**src/rtl/mg_pkg.sv**
```systemverilog
package mg_pkg;
  localparam int NSEG   = 4;
  localparam int PERM_W = 3;

  typedef enum logic [1:0] {
    ACC_FETCH = 2'd0,
    ACC_READ  = 2'd1,
    ACC_WRITE = 2'd2,
    ACC_RSVD  = 2'd3
  } acc_kind_e;

  // bit 0 = read, bit 1 = write, bit 2 = execute
  typedef struct packed {
    logic x;
    logic w;
    logic r;
  } perm_t;

  function automatic logic perm_grants(perm_t p, logic [1:0] kind);
    case (kind)
      ACC_FETCH: perm_grants = p.x;
      ACC_WRITE: perm_grants = p.w;
      default:   perm_grants = p.r;
    endcase
  endfunction

  function automatic logic in_window(int unsigned a, int unsigned base, int unsigned size);
    in_window = (a >= base) && (a < base + size);
  endfunction
endpackage

```
**src/rtl/mg_cfg_regs.sv**
```systemverilog
module mg_cfg_regs
  import mg_pkg::*;
#(
  parameter int ADDR_W    = 20,
  parameter int DATA_W    = 32,
  parameter int GRAN_LOG2 = 4,
  parameter int unsigned SPAN_LO = 32'h04000,
  localparam int BND_W  = ADDR_W - GRAN_LOG2,
  localparam int PMAP_W = NSEG * PERM_W
) (
  input  logic              clk,
  input  logic              rst_n,
  input  logic              cfg_we,
  input  logic [1:0]        cfg_sel,
  input  logic [DATA_W-1:0] cfg_wdata,
  output logic [BND_W-1:0]  bnd_lo,
  output logic [BND_W-1:0]  bnd_hi,
  output logic [PMAP_W-1:0] perm_map,
  output logic              fault_clr
);
  localparam logic [ADDR_W-1:0] SPAN_LO_A = ADDR_W'(SPAN_LO);
  localparam logic [BND_W-1:0]  BND_RST   = SPAN_LO_A[ADDR_W-1:GRAN_LOG2];

  logic unused_wdata;
  assign unused_wdata = ^cfg_wdata;

  always_ff @(posedge clk) begin
    if (!rst_n) begin
      bnd_lo   <= BND_RST;
      bnd_hi   <= BND_RST;
      perm_map <= '1;
    end else if (cfg_we) begin
      case (cfg_sel)
        2'd0:    bnd_lo   <= cfg_wdata[ADDR_W-1:GRAN_LOG2];
        2'd1:    bnd_hi   <= cfg_wdata[ADDR_W-1:GRAN_LOG2];
        2'd2:    perm_map <= cfg_wdata[PMAP_W-1:0];
        default: ;
      endcase
    end
  end

  assign fault_clr = cfg_we && (cfg_sel == 2'd3) && cfg_wdata[0];
endmodule

```
**src/rtl/mg_seg_decode.sv**
```systemverilog
module mg_seg_decode
  import mg_pkg::*;
#(
  parameter int ADDR_W    = 20,
  parameter int GRAN_LOG2 = 4,
  parameter int unsigned PER_BASE  = 32'h00000,
  parameter int unsigned PER_SIZE  = 32'h01000,
  parameter int unsigned INFO_BASE = 32'h01800,
  parameter int unsigned INFO_SIZE = 512,
  parameter int unsigned SRAM_BASE = 32'h01C00,
  parameter int unsigned SRAM_SIZE = 32'h00800,
  parameter int unsigned VEC_BASE  = 32'h0FF80,
  parameter int unsigned VEC_SIZE  = 32'h00080,
  parameter int unsigned SPAN_LO   = 32'h04000,
  parameter int unsigned SPAN_HI   = 32'h10000,
  localparam int BND_W  = ADDR_W - GRAN_LOG2,
  localparam int PMAP_W = NSEG * PERM_W
) (
  input  logic              acc_valid,
  input  logic [ADDR_W-1:0] acc_addr,
  input  logic [1:0]        acc_kind,
  input  logic [BND_W-1:0]  bnd_lo,
  input  logic [BND_W-1:0]  bnd_hi,
  input  logic [PMAP_W-1:0] perm_map,
  output logic              acc_allow,
  output logic              acc_deny
);
  perm_t seg_perm [NSEG];

  for (genvar s = 0; s < NSEG; s++) begin : g_seg
    assign seg_perm[s] = perm_map[s*PERM_W +: PERM_W];
  end

  int unsigned a32;
  logic        hit_info, hit_span, hit_free, checked, ok;
  logic [ADDR_W-1:0] b_lo, b_hi;
  logic [1:0]  seg;

  assign a32  = 32'(acc_addr);
  assign b_lo = {bnd_lo, {GRAN_LOG2{1'b0}}};
  assign b_hi = {bnd_hi, {GRAN_LOG2{1'b0}}};

  always_comb begin
    hit_info = in_window(a32, INFO_BASE, INFO_SIZE);
    hit_free = in_window(a32, PER_BASE, PER_SIZE) ||
               in_window(a32, SRAM_BASE, SRAM_SIZE) ||
               in_window(a32, VEC_BASE, VEC_SIZE);
    hit_span = (a32 >= SPAN_LO) && (a32 < SPAN_HI);
    checked  = !hit_free && (hit_info || hit_span);

    if (hit_info)              seg = 2'd0;
    else if (acc_addr >= b_hi) seg = 2'd3;
    else if (acc_addr >= b_lo) seg = 2'd2;
    else                       seg = 2'd1;

    ok = !checked || perm_grants(seg_perm[seg], acc_kind);
  end

  assign acc_allow = acc_valid && ok;
  assign acc_deny  = acc_valid && !ok;
endmodule

```
**src/rtl/mg_fault_log.sv**
```systemverilog
module mg_fault_log #(
  parameter int ADDR_W = 20
) (
  input  logic              clk,
  input  logic              rst_n,
  input  logic              clr,
  input  logic              deny,
  input  logic [ADDR_W-1:0] addr,
  input  logic [1:0]        kind,
  output logic              flag,
  output logic              ovf,
  output logic [ADDR_W-1:0] rec_addr,
  output logic [1:0]        rec_kind
);
  logic take;
  assign take = deny && (clr || !flag);

  always_ff @(posedge clk) begin
    if (!rst_n) begin
      flag     <= 1'b0;
      ovf      <= 1'b0;
      rec_addr <= '0;
      rec_kind <= '0;
    end else begin
      if (clr) begin
        flag <= deny;
        ovf  <= 1'b0;
      end else if (deny) begin
        flag <= 1'b1;
        if (flag) ovf <= 1'b1;
      end
      if (take) begin
        rec_addr <= addr;
        rec_kind <= kind;
      end
    end
  end
endmodule

```
**src/rtl/mem_guard.sv**
```systemverilog
module mem_guard
  import mg_pkg::*;
#(
  parameter int ADDR_W    = 20,
  parameter int DATA_W    = 32,
  parameter int GRAN_LOG2 = 4,
  parameter int unsigned PER_BASE  = 32'h00000,
  parameter int unsigned PER_SIZE  = 32'h01000,
  parameter int unsigned INFO_BASE = 32'h01800,
  parameter int unsigned INFO_SIZE = 512,
  parameter int unsigned SRAM_BASE = 32'h01C00,
  parameter int unsigned SRAM_SIZE = 32'h00800,
  parameter int unsigned VEC_BASE  = 32'h0FF80,
  parameter int unsigned VEC_SIZE  = 32'h00080,
  parameter int unsigned SPAN_LO   = 32'h04000,
  parameter int unsigned SPAN_HI   = 32'h10000
) (
  input  logic              clk,
  input  logic              rst_n,
  input  logic              cfg_we,
  input  logic [1:0]        cfg_sel,
  input  logic [DATA_W-1:0] cfg_wdata,
  output logic [DATA_W-1:0] cfg_rdata,
  input  logic              acc_valid,
  input  logic [ADDR_W-1:0] acc_addr,
  input  logic [1:0]        acc_kind,
  output logic              acc_allow,
  output logic              acc_deny,
  output logic              fault_flag,
  output logic              fault_ovf,
  output logic [ADDR_W-1:0] fault_addr,
  output logic [1:0]        fault_kind
);
  localparam int BND_W  = ADDR_W - GRAN_LOG2;
  localparam int PMAP_W = NSEG * PERM_W;

  logic [BND_W-1:0]  bnd_lo, bnd_hi;
  logic [PMAP_W-1:0] perm_map;
  logic              fault_clr;

  mg_cfg_regs #(
    .ADDR_W(ADDR_W), .DATA_W(DATA_W), .GRAN_LOG2(GRAN_LOG2), .SPAN_LO(SPAN_LO)
  ) u_regs (
    .clk(clk), .rst_n(rst_n), .cfg_we(cfg_we), .cfg_sel(cfg_sel),
    .cfg_wdata(cfg_wdata), .bnd_lo(bnd_lo), .bnd_hi(bnd_hi),
    .perm_map(perm_map), .fault_clr(fault_clr)
  );

  mg_seg_decode #(
    .ADDR_W(ADDR_W), .GRAN_LOG2(GRAN_LOG2),
    .PER_BASE(PER_BASE), .PER_SIZE(PER_SIZE),
    .INFO_BASE(INFO_BASE), .INFO_SIZE(INFO_SIZE),
    .SRAM_BASE(SRAM_BASE), .SRAM_SIZE(SRAM_SIZE),
    .VEC_BASE(VEC_BASE), .VEC_SIZE(VEC_SIZE),
    .SPAN_LO(SPAN_LO), .SPAN_HI(SPAN_HI)
  ) u_dec (
    .acc_valid(acc_valid), .acc_addr(acc_addr), .acc_kind(acc_kind),
    .bnd_lo(bnd_lo), .bnd_hi(bnd_hi), .perm_map(perm_map),
    .acc_allow(acc_allow), .acc_deny(acc_deny)
  );

  mg_fault_log #(.ADDR_W(ADDR_W)) u_log (
    .clk(clk), .rst_n(rst_n), .clr(fault_clr), .deny(acc_deny),
    .addr(acc_addr), .kind(acc_kind),
    .flag(fault_flag), .ovf(fault_ovf),
    .rec_addr(fault_addr), .rec_kind(fault_kind)
  );

  always_comb begin
    case (cfg_sel)
      2'd0:    cfg_rdata = DATA_W'({bnd_lo, {GRAN_LOG2{1'b0}}});
      2'd1:    cfg_rdata = DATA_W'({bnd_hi, {GRAN_LOG2{1'b0}}});
      2'd2:    cfg_rdata = DATA_W'(perm_map);
      default: cfg_rdata = DATA_W'({fault_kind, fault_ovf, fault_flag});
    endcase
  end
endmodule

```
**config.mk**
```make
export PLATFORM = sky130hd
export DESIGN_NAME = mem_guard
export DESIGN_NICKNAME = d
export VERILOG_FILES = /design/src/rtl/mg_pkg.sv /design/src/rtl/mg_cfg_regs.sv /design/src/rtl/mg_seg_decode.sv /design/src/rtl/mg_fault_log.sv /design/src/rtl/mem_guard.sv
export SDC_FILE = /design/constraint.sdc
export NUM_CORES = 1
export LEC_CHECK = 0
export BUFFER_PORTS_ARGS = -buffer_cell sky130_fd_sc_hd__buf_2
export CELL_PAD_IN_SITES_DETAIL_PLACEMENT = 1
export CELL_PAD_IN_SITES_GLOBAL_PLACEMENT = 2
export CORE_UTILIZATION = 27
export DETAILED_ROUTE_END_ITERATION = 8
export PLACE_DENSITY_LB_ADDON = 0.1
export SKIP_CTS_REPAIR_TIMING = 1
export SYNTH_ARGS = -nofsm -noshare
export SYNTH_HDL_FRONTEND = slang
export SYNTH_SLANG_ARGS = --single-unit
```
**constraint.sdc**
```tcl
create_clock -name clk -period 2.85 [get_ports clk]
set_clock_uncertainty 0.2 [all_clocks]
set_input_delay 0 -clock clk [delete_from_list [all_inputs] [get_ports clk]]
set_output_delay 0 -clock clk [all_outputs]
set_load 0.05 [all_outputs]
```
==> impl_metrics.sql, run 1 <==
INSERT INTO impl_metrics (metric_group, metric, value, unit) VALUES
('detailed_routing', 'wl_per_cell', '16.8', 'um'),
('cts', 'worst_setup_hold_path_clk_slew', '0.06', 'ns'),
('synth', 'synth_top_family_by_area', 'simple AND/OR/NAND/NOR gates', ''),
('synth', 'synth_area', '4100', 'um2'),
('status', 'run_status', 'finished with violations', ''),
('finish', 'layout.core_utilization', '43.2', '%'),
('pwr', 'switching_power', '0.810', 'mW'),
('detailed_routing', 'drtPass1Iterations', '8', ''),
('synth', 'yosysUniqueCellTypes', '53', ''),
('setup_path', 'timing.critical_path.buf_inv', '4', ''),
('die', 'floorplan.initialDensity', '28.0', '%'),
('cts', 'clock-root-buffer', 'clkbuf_16', ''),
('sta', 'fin_ws', '-0.153', 'ns'),
('detailed_routing', 'drc_errors', '2', ''),
('synth', 'synthesis.instances', '510', ''),
('die', 'dieWidth', '125', 'um'),
('synth', 'synth_mux_area_share', '9.53', '%'),
('global_routing', 'maximum_number_of_pins_on_one_net_before_global_route_repair', '89', ''),
('pwr', 'p_seq_share', '34.0', '%'),
('detailed_routing', 'vias_per_cell', '4.71', ''),
('sta', 'max_slew.worst_pin.slew', '0.962', 'ns'),
('setup_path', 'criticalPathCategory', 'reg -> reg', ''),
('detailed_routing', 'ant_nets_after_route', '0', ''),
('cts', 'tritoncts', 'done', ''),
('global_routing', 'grt.total_usage', '18.1', '%'),
('die', 'rows', '44', ''),
('setup_path', 'worstSetupEndpointType', 'register', ''),
('sta', 'clock.fmax', '0.333', 'GHz'),
('finish', 'num-nets-final', '782', ''),
('setup_path', 'worst_r2r_startpoint', 'u_regs.bnd_hi[8]', ''),
('synth', 'yosys.area_share.simple', '24.3', '%'),
('synth', 'synth_xor_xnor_area_share', '0', '%'),
('synth', 'dominantRegCellSynth', 'dfxtp_1', ''),
('finish', 'drive_above_1_share', '35.0', '%'),
('setup_path', 'critical_path.cell_chain', 'inv_2, ha_4, nand4_1, nor2_1, a221oi_2, buf_4, o211ai_4, a2111oi_4, o31a_2, buf_6, and4_4, clkbuf_16, and3b_1', ''),
('synth', 'synthAdderAreaFrac', '9.77', '%'),
('synth', 'synth.ff_latch_count', '68', ''),
('pwr', 'power_report.internal_total', '2.13', 'mW'),
('sta', 'timing.final.hold_violations', '0', ''),
('setup_path', 'slowest_cell_on_crit_path', 'a2111oi_4', ''),
('synth', 'synthesis.area_per_instance', '8.03', 'um2'),
('place', 'io_buffers', '93', ''),
('setup_path', 'path_max_fanout', '5', ''),
('die', 'core_region_area', '14600', 'um2'),
('cts', 'clkSinkCount', '68', ''),
('status', 'failed_checks', 'design-rule violations, negative setup slack', ''),
('setup_path', 'worst_setup_path_startpoint', 'u_regs.bnd_hi[8]', ''),
('pwr', 'power.share.combinational', '20.6', '%'),
('detailed_routing', 'route.vias.total', '4137', ''),
('cts', 'cts_made_buffers', '9', ''),
('sta', 'finalCritPeriodShare', '105', '%'),
('place', 'routability_congestion_estimate_from_global_placement', '0.738', ''),
('min_path', 'min_from', 'cfg_we', ''),
('run', 'cap_violations', '0', ''),
('pwr', 'pwr_density_cell', '466', 'nW/um2'),
('synth', 'synth_compound_gate_area_share', '14.5', '%'),
('die', 'die_area', '15700', 'um2'),
('global_routing', 'globalRoute.totalOverflow', '0', ''),
('cts', 'ctsLongestPathBuffers', '2', ''),
('sta', 'setup-violations-final', '24', ''),
('min_path', 'holdCritPathClass', 'in -> reg', ''),
('synth', 'synth-seq-area-share', '33.2', '%'),
('die', 'io_pins', '118', ''),
('finish', 'layout.cells.most_common', 'nand2_1', ''),
('setup_path', 'critical-path-max-stage-delay', '0.35', 'ns'),
('place', 'detailedPlacementHpwl', '10600', 'um'),
('pwr', 'share_clk_of_total_power', '45.4', '%'),
('cts', 'clkLatencyLatePin', '0.34', 'ns'),
('finish', 'area_growth', '54.4', '%'),
('global_routing', 'first_global_vias', '4055', ''),
('global_routing', 'first_pass_grt_wire_length', '21700', 'um');
cell usage after synthesis, types with 3 or more instances:
cell type  count  area (um2)
o211ai_1       4        30.0
mux2i_1       39         390
a21boi_0      33         248
and3b_1        5        43.8
clkbuf_1      23        86.3
buf_4         12        90.1
a21oi_1       10        50.1
nor2_1        19        71.3
dfxtp_1       68        1360
inv_1         33         124
nand2_1      139         522
o31ai_1        3        22.5
o21ai_0       14        70.1
ha_1          32         400
nor2b_1        9        56.3
nand4_1        9        56.3
nand3_1       16        80.1
layout make-up:
cell class	instances	area [um2]
sequential	68	1390
clock buffer	12	256
tap	184	230
multi-input combinational	380	2780
clock inverter	4	95.1
fill	1726	8320
timing repair buffer	198	1460
inverter	33	124
power groups by stage:
stage	registers, mW	logic [mW]	clock network, mW
final	1.00	0.608	1.34
after global routing	1.00	0.662	1.42
after CTS	0.997	0.498	1.38
after detailed placement	1.02	0.496	0
after global placement	1.02	0.482	0
after floorplan	1.02	0.310	0
per-layer routing:
| metal | global-route usage [%] | share of wire [%] |
|---|---|---|
| met5 | 0 | 0 |
| met4 | 6.24 | 1.3 |
| met3 | 3.00 | 2.5 |
| met2 | 29.9 | 48 |
| met1 | 23.7 | 48 |
worst reg2reg max path: cells and delay by family (launching register included):
family | cells | cell delay, ns
AO/OA/AOI/OAI | 4 | 1.00
AND/OR/NAND/NOR | 4 | 0.69
buffers and inverters | 4 | 0.48
flip-flops | 1 | 0.34
adder cells (fa/ha/maj) | 1 | 0.22
through the flow:
stage | TNS (ns) | power (mW) | hold WS (ns) | cell area (um2) | instances
finish | -2.98 | 2.94 | 0.0526 | 6320 | 879
global route | -5.80 | 3.09 | 0.0835 | 6320 | 879
CTS | -5.52 | 2.87 | -0.339 | 5380 | 826
detailed placement | -4.25 | 1.51 | 0.0194 | 5030 | 810
global placement | -2.97 | 1.50 | 0.0116 | 5030 | 810
floorplan | 0 | 1.33 | -0.0760 | 4150 | 521
final timing paths:
check             depth (start not counted)            endpoint
setup / recovery                         13  u_log.rec_addr[19]
hold / removal                            4           u_log.ovf
setup reg to reg                         13  u_log.rec_addr[19]
hold reg to reg                           2  u_log.rec_addr[10]
cells by family (layout without fill, tap and decap cells):
kind of cell | count (synthesis) | count (layout)
DFF | 68 | 68
AOI/OAI and AO/OA | 83 | 83
adders and majority gates | 32 | 32
other | 1 | 12
muxes | 39 | 39
and+or+nand+nor | 214 | 214
buffers and inverters | 73 | 247
state kept, by name, summed over array words and instances, names as in the netlist:
signal and flops:
u_log.flag 1, u_log.rec_kind 2, u_regs.perm_map 12, u_log.ovf 1, u_regs.bnd_hi 16, u_regs.bnd_lo 16
u_log.rec_addr 20
Power figures use the tool's default switching activity.
==> inputs of run 2 (changes only) <==
--- a/config.mk
+++ b/config.mk
@@ -9,6 +9,7 @@
 export CELL_PAD_IN_SITES_DETAIL_PLACEMENT = 1
 export CELL_PAD_IN_SITES_GLOBAL_PLACEMENT = 2
 export CORE_UTILIZATION = 27
+export CTS_BUF_LIST = sky130_fd_sc_hd__clkbuf_4 sky130_fd_sc_hd__clkbuf_8
 export DETAILED_ROUTE_END_ITERATION = 8
 export PLACE_DENSITY_LB_ADDON = 0.1
 export SKIP_CTS_REPAIR_TIMING = 1
==> run 2 against run 1 <==
  * The flow finishes with violations (negative setup slack)
  * Register-to-register slack improved by 0.02 ns
  * Sequential power barely moved
  * Wire length grew 0.51%
  * Non-clock buffer count grew 10
  * First-iteration DRC count is 12% lower
  * Die area unchanged
  * Critical path type is now reg -> out
  * Largest power group unchanged
  * Highest routed layer unchanged
==> impl_metrics.sql, run 2 (synthesized netlist as in run 1, its figures left out) <==
INSERT INTO impl_metrics (metric_group, metric, value, unit) VALUES
('finish', 'most_flops_register', 'u_log.rec_addr', ''),
('setup_path', 'timing.critical_path.buf_inv', '4', ''),
('global_routing', 'globalRoute.totalOverflow', '0', ''),
('die', 'die_height', '125', 'um'),
('sta', 'slew_headroom', '33.9', '%'),
('finish', 'layout_top_registers', 'u_log.rec_addr: 20 flops, u_regs.bnd_hi: 16 flops, u_regs.bnd_lo: 16 flops', ''),
('pwr', 'pwr_density_cell', '422', 'nW/um2'),
('setup_path', 'worstSetupEndpointType', 'primary output', ''),
('sta', 'clock.fmax', '0.332', 'GHz'),
('setup_path', 'critical_path.cell_chain', 'inv_1, ha_4, a21oi_2, o21ai_0, a221oi_2, buf_4, o211ai_4, a2111oi_4, o31a_2, buf_6, nand3_4, nor2_4, buf_8', ''),
('cts', 'h-tree-depth', '3', ''),
('cts', 'tritoncts', 'done', ''),
('sta', 'max_slew.worst_pin.slew', '0.987', 'ns'),
('place', 'io_buffers', '93', ''),
('detailed_routing', 'drc_errors', '0', ''),
('detailed_routing', 'wl_per_cell', '16.7', 'um'),
('sta', 'slew_violations', '0', ''),
('finish', 'layout.cells.most_common', 'nand2_1', ''),
('sta', 'grt_setup_unrepaired', 'true', ''),
('place', 'post-place-cells', '810', ''),
('finish', 'largest_reg_flops', '20', ''),
('sta', 'finalHoldWorstSlack', '0.0248', 'ns'),
('die', 'die_area', '15700', 'um2'),
('finish', 'antenna-diode-count', '0', ''),
('global_routing', 'maximum_number_of_pins_on_one_net_before_global_route_repair', '89', ''),
('global_routing', 'first_global_vias', '4065', ''),
('setup_path', 'critical-path-max-stage-delay', '0.36', 'ns'),
('cts', 'clock-root-buffer', 'clkbuf_8', ''),
('setup_path', 'path_max_fanout', '4', ''),
('setup_path', 'crit_path_launch_type', 'register', ''),
('sta', 'setup-violations-final', '24', ''),
('cts', 'clkLatencyLatePin', '0.37', 'ns'),
('global_routing', 'first_pass_grt_wire_length', '21600', 'um'),
('die', 'rows', '44', ''),
('min_path', 'holdCritPathClass', 'in -> reg', ''),
('finish', 'fin_cells', '889', ''),
('die', 'dieWidth', '125', 'um'),
('setup_path', 'criticalPathCategory', 'reg -> out', ''),
('place', 'detailedPlacementHpwl', '10600', 'um'),
('place', 'routability_congestion_estimate_from_global_placement', '0.738', ''),
('sta', 'timing.final.hold_violations', '0', ''),
('status', 'run_status', 'finished with violations', ''),
('pwr', 'power.static_leakage', '2.72', 'nW'),
('setup_path', 'slowest_cell_on_crit_path', 'a2111oi_4', ''),
('global_routing', 'grt.total_usage', '18.0', '%'),
('place', 'detailedPlace.worstSlack', '-0.225', 'ns'),
('finish', 'most-common-layout-cells', 'nand2_1, buf_2, buf_4, dlygate4sd3_1, dfxtp_1', ''),
('detailed_routing', 'vias_per_cell', '4.69', ''),
('cts', 'ctsLongestPathBuffers', '2', ''),
('sta', 'finalCritPeriodShare', '106', '%'),
('finish', 'num-nets-final', '792', ''),
('die', 'io_pins', '118', ''),
('status', 'failed_checks', 'negative setup slack', ''),
('detailed_routing', 'drtIter0Drc', '145', ''),
('sta', 'finalCriticalPeriod', '3.01', 'ns'),
('cts', 'cts_made_buffers', '9', ''),
('detailed_routing', 'ant_nets_after_route', '0', ''),
('cts', 'clkSinkCount', '68', ''),
('detailed_routing', 'routed_wirelength', '14800', 'um'),
('detailed_routing', 'route.vias.total', '4165', ''),
('pwr', 'peakVddDrop', '0.000245', 'V'),
('finish', 'drive_above_1_share', '36.9', '%'),
('die', 'core_region_area', '14600', 'um2'),
('global_routing', 'antenna_violations_before_repair', '0', ''),
('detailed_routing', 'drtPass1Iterations', '6', ''),
('cts', 'worst_setup_hold_path_clk_slew', '0.08', 'ns'),
('finish', 'area_growth', '54.5', '%'),
('setup_path', 'cp_data_required_time', '2.65', 'ns'),
('run', 'cap_violations', '0', ''),
('setup_path', 'critPathArrivalTime', '2.81', 'ns'),
('die', 'floorplan.initialDensity', '28.0', '%'),
('setup_path', 'critical-path-top-delay-family', 'compound AO/OA/AOI/OAI gates', ''),
('sta', 'fin_ws', '-0.160', 'ns');
-- run 2: cell types whose count changed in the layout (fill, tap and decap cells not counted), moves of 3 or more --
cell	change
dlygate4sd3_1	+3
buf_4	+7
ha_4	+3
inv_1	-4
clkbuf_16	-10
inv_2	+4
ha_1	-3
clkbuf_8	+9
-- run 2: path summary, 6_finish.rpt --
kind	slack, ns	from	end	cells after the start
worst max-delay path	-0.16	u_regs.bnd_hi[5]	acc_deny	13
worst min-delay path	0.02	cfg_we	u_log.ovf	4
worst max register to register	-0.13	u_regs.bnd_hi[5]	u_log.rec_addr[17]	13
worst min register to register	0.26	u_log.rec_addr[10]	u_log.rec_addr[10]	2
-- run 2: final cells by class --
| cell class | count | area (um2) |
|---|---|---|
| fill | 1732 | 8310 |
| multi-input combinational | 380 | 2810 |
| inverter | 33 | 124 |
| clock buffer | 12 | 159 |
| sequential | 68 | 1390 |
| timing repair buffer | 208 | 1530 |
| tap | 184 | 230 |
| clock inverter | 4 | 95.1 |
-- run 2: power breakdown --
group	internal, mW	leakage, nW	switching [mW]	total, mW
sequential	0.977	0.560	0.0215	0.999
clock	0.638	0.130	0.411	1.05
combinational	0.265	2.03	0.357	0.623
-- run 2: metal layers --
layer  routed length (um)  track usage, %
met5                    0               0
met4                  194            6.24
met3                  358            3.12
met2                 7180            29.6
met1                 7120            23.6
-- run 2: tightest hold or removal path, cell delays in order --
cell     delay, ns
buf_2         0.15
nand4_1       0.24
nand3_1       0.10
o21ai_0       0.06
-- run 2: metrics by stage --
stage | instance area, um2 | TNS, ns | util (%) | total power, mW
floorplan | 4150 | 0 | - | 1.33
global placement | 5030 | -2.97 | 34.4 | 1.50
detailed placement | 5030 | -4.25 | 34.4 | 1.51
CTS | 5290 | -5.67 | 36.1 | 2.57
global route | 6330 | -6.08 | 43.2 | 2.81
finish | 6330 | -2.62 | 43.2 | 2.67
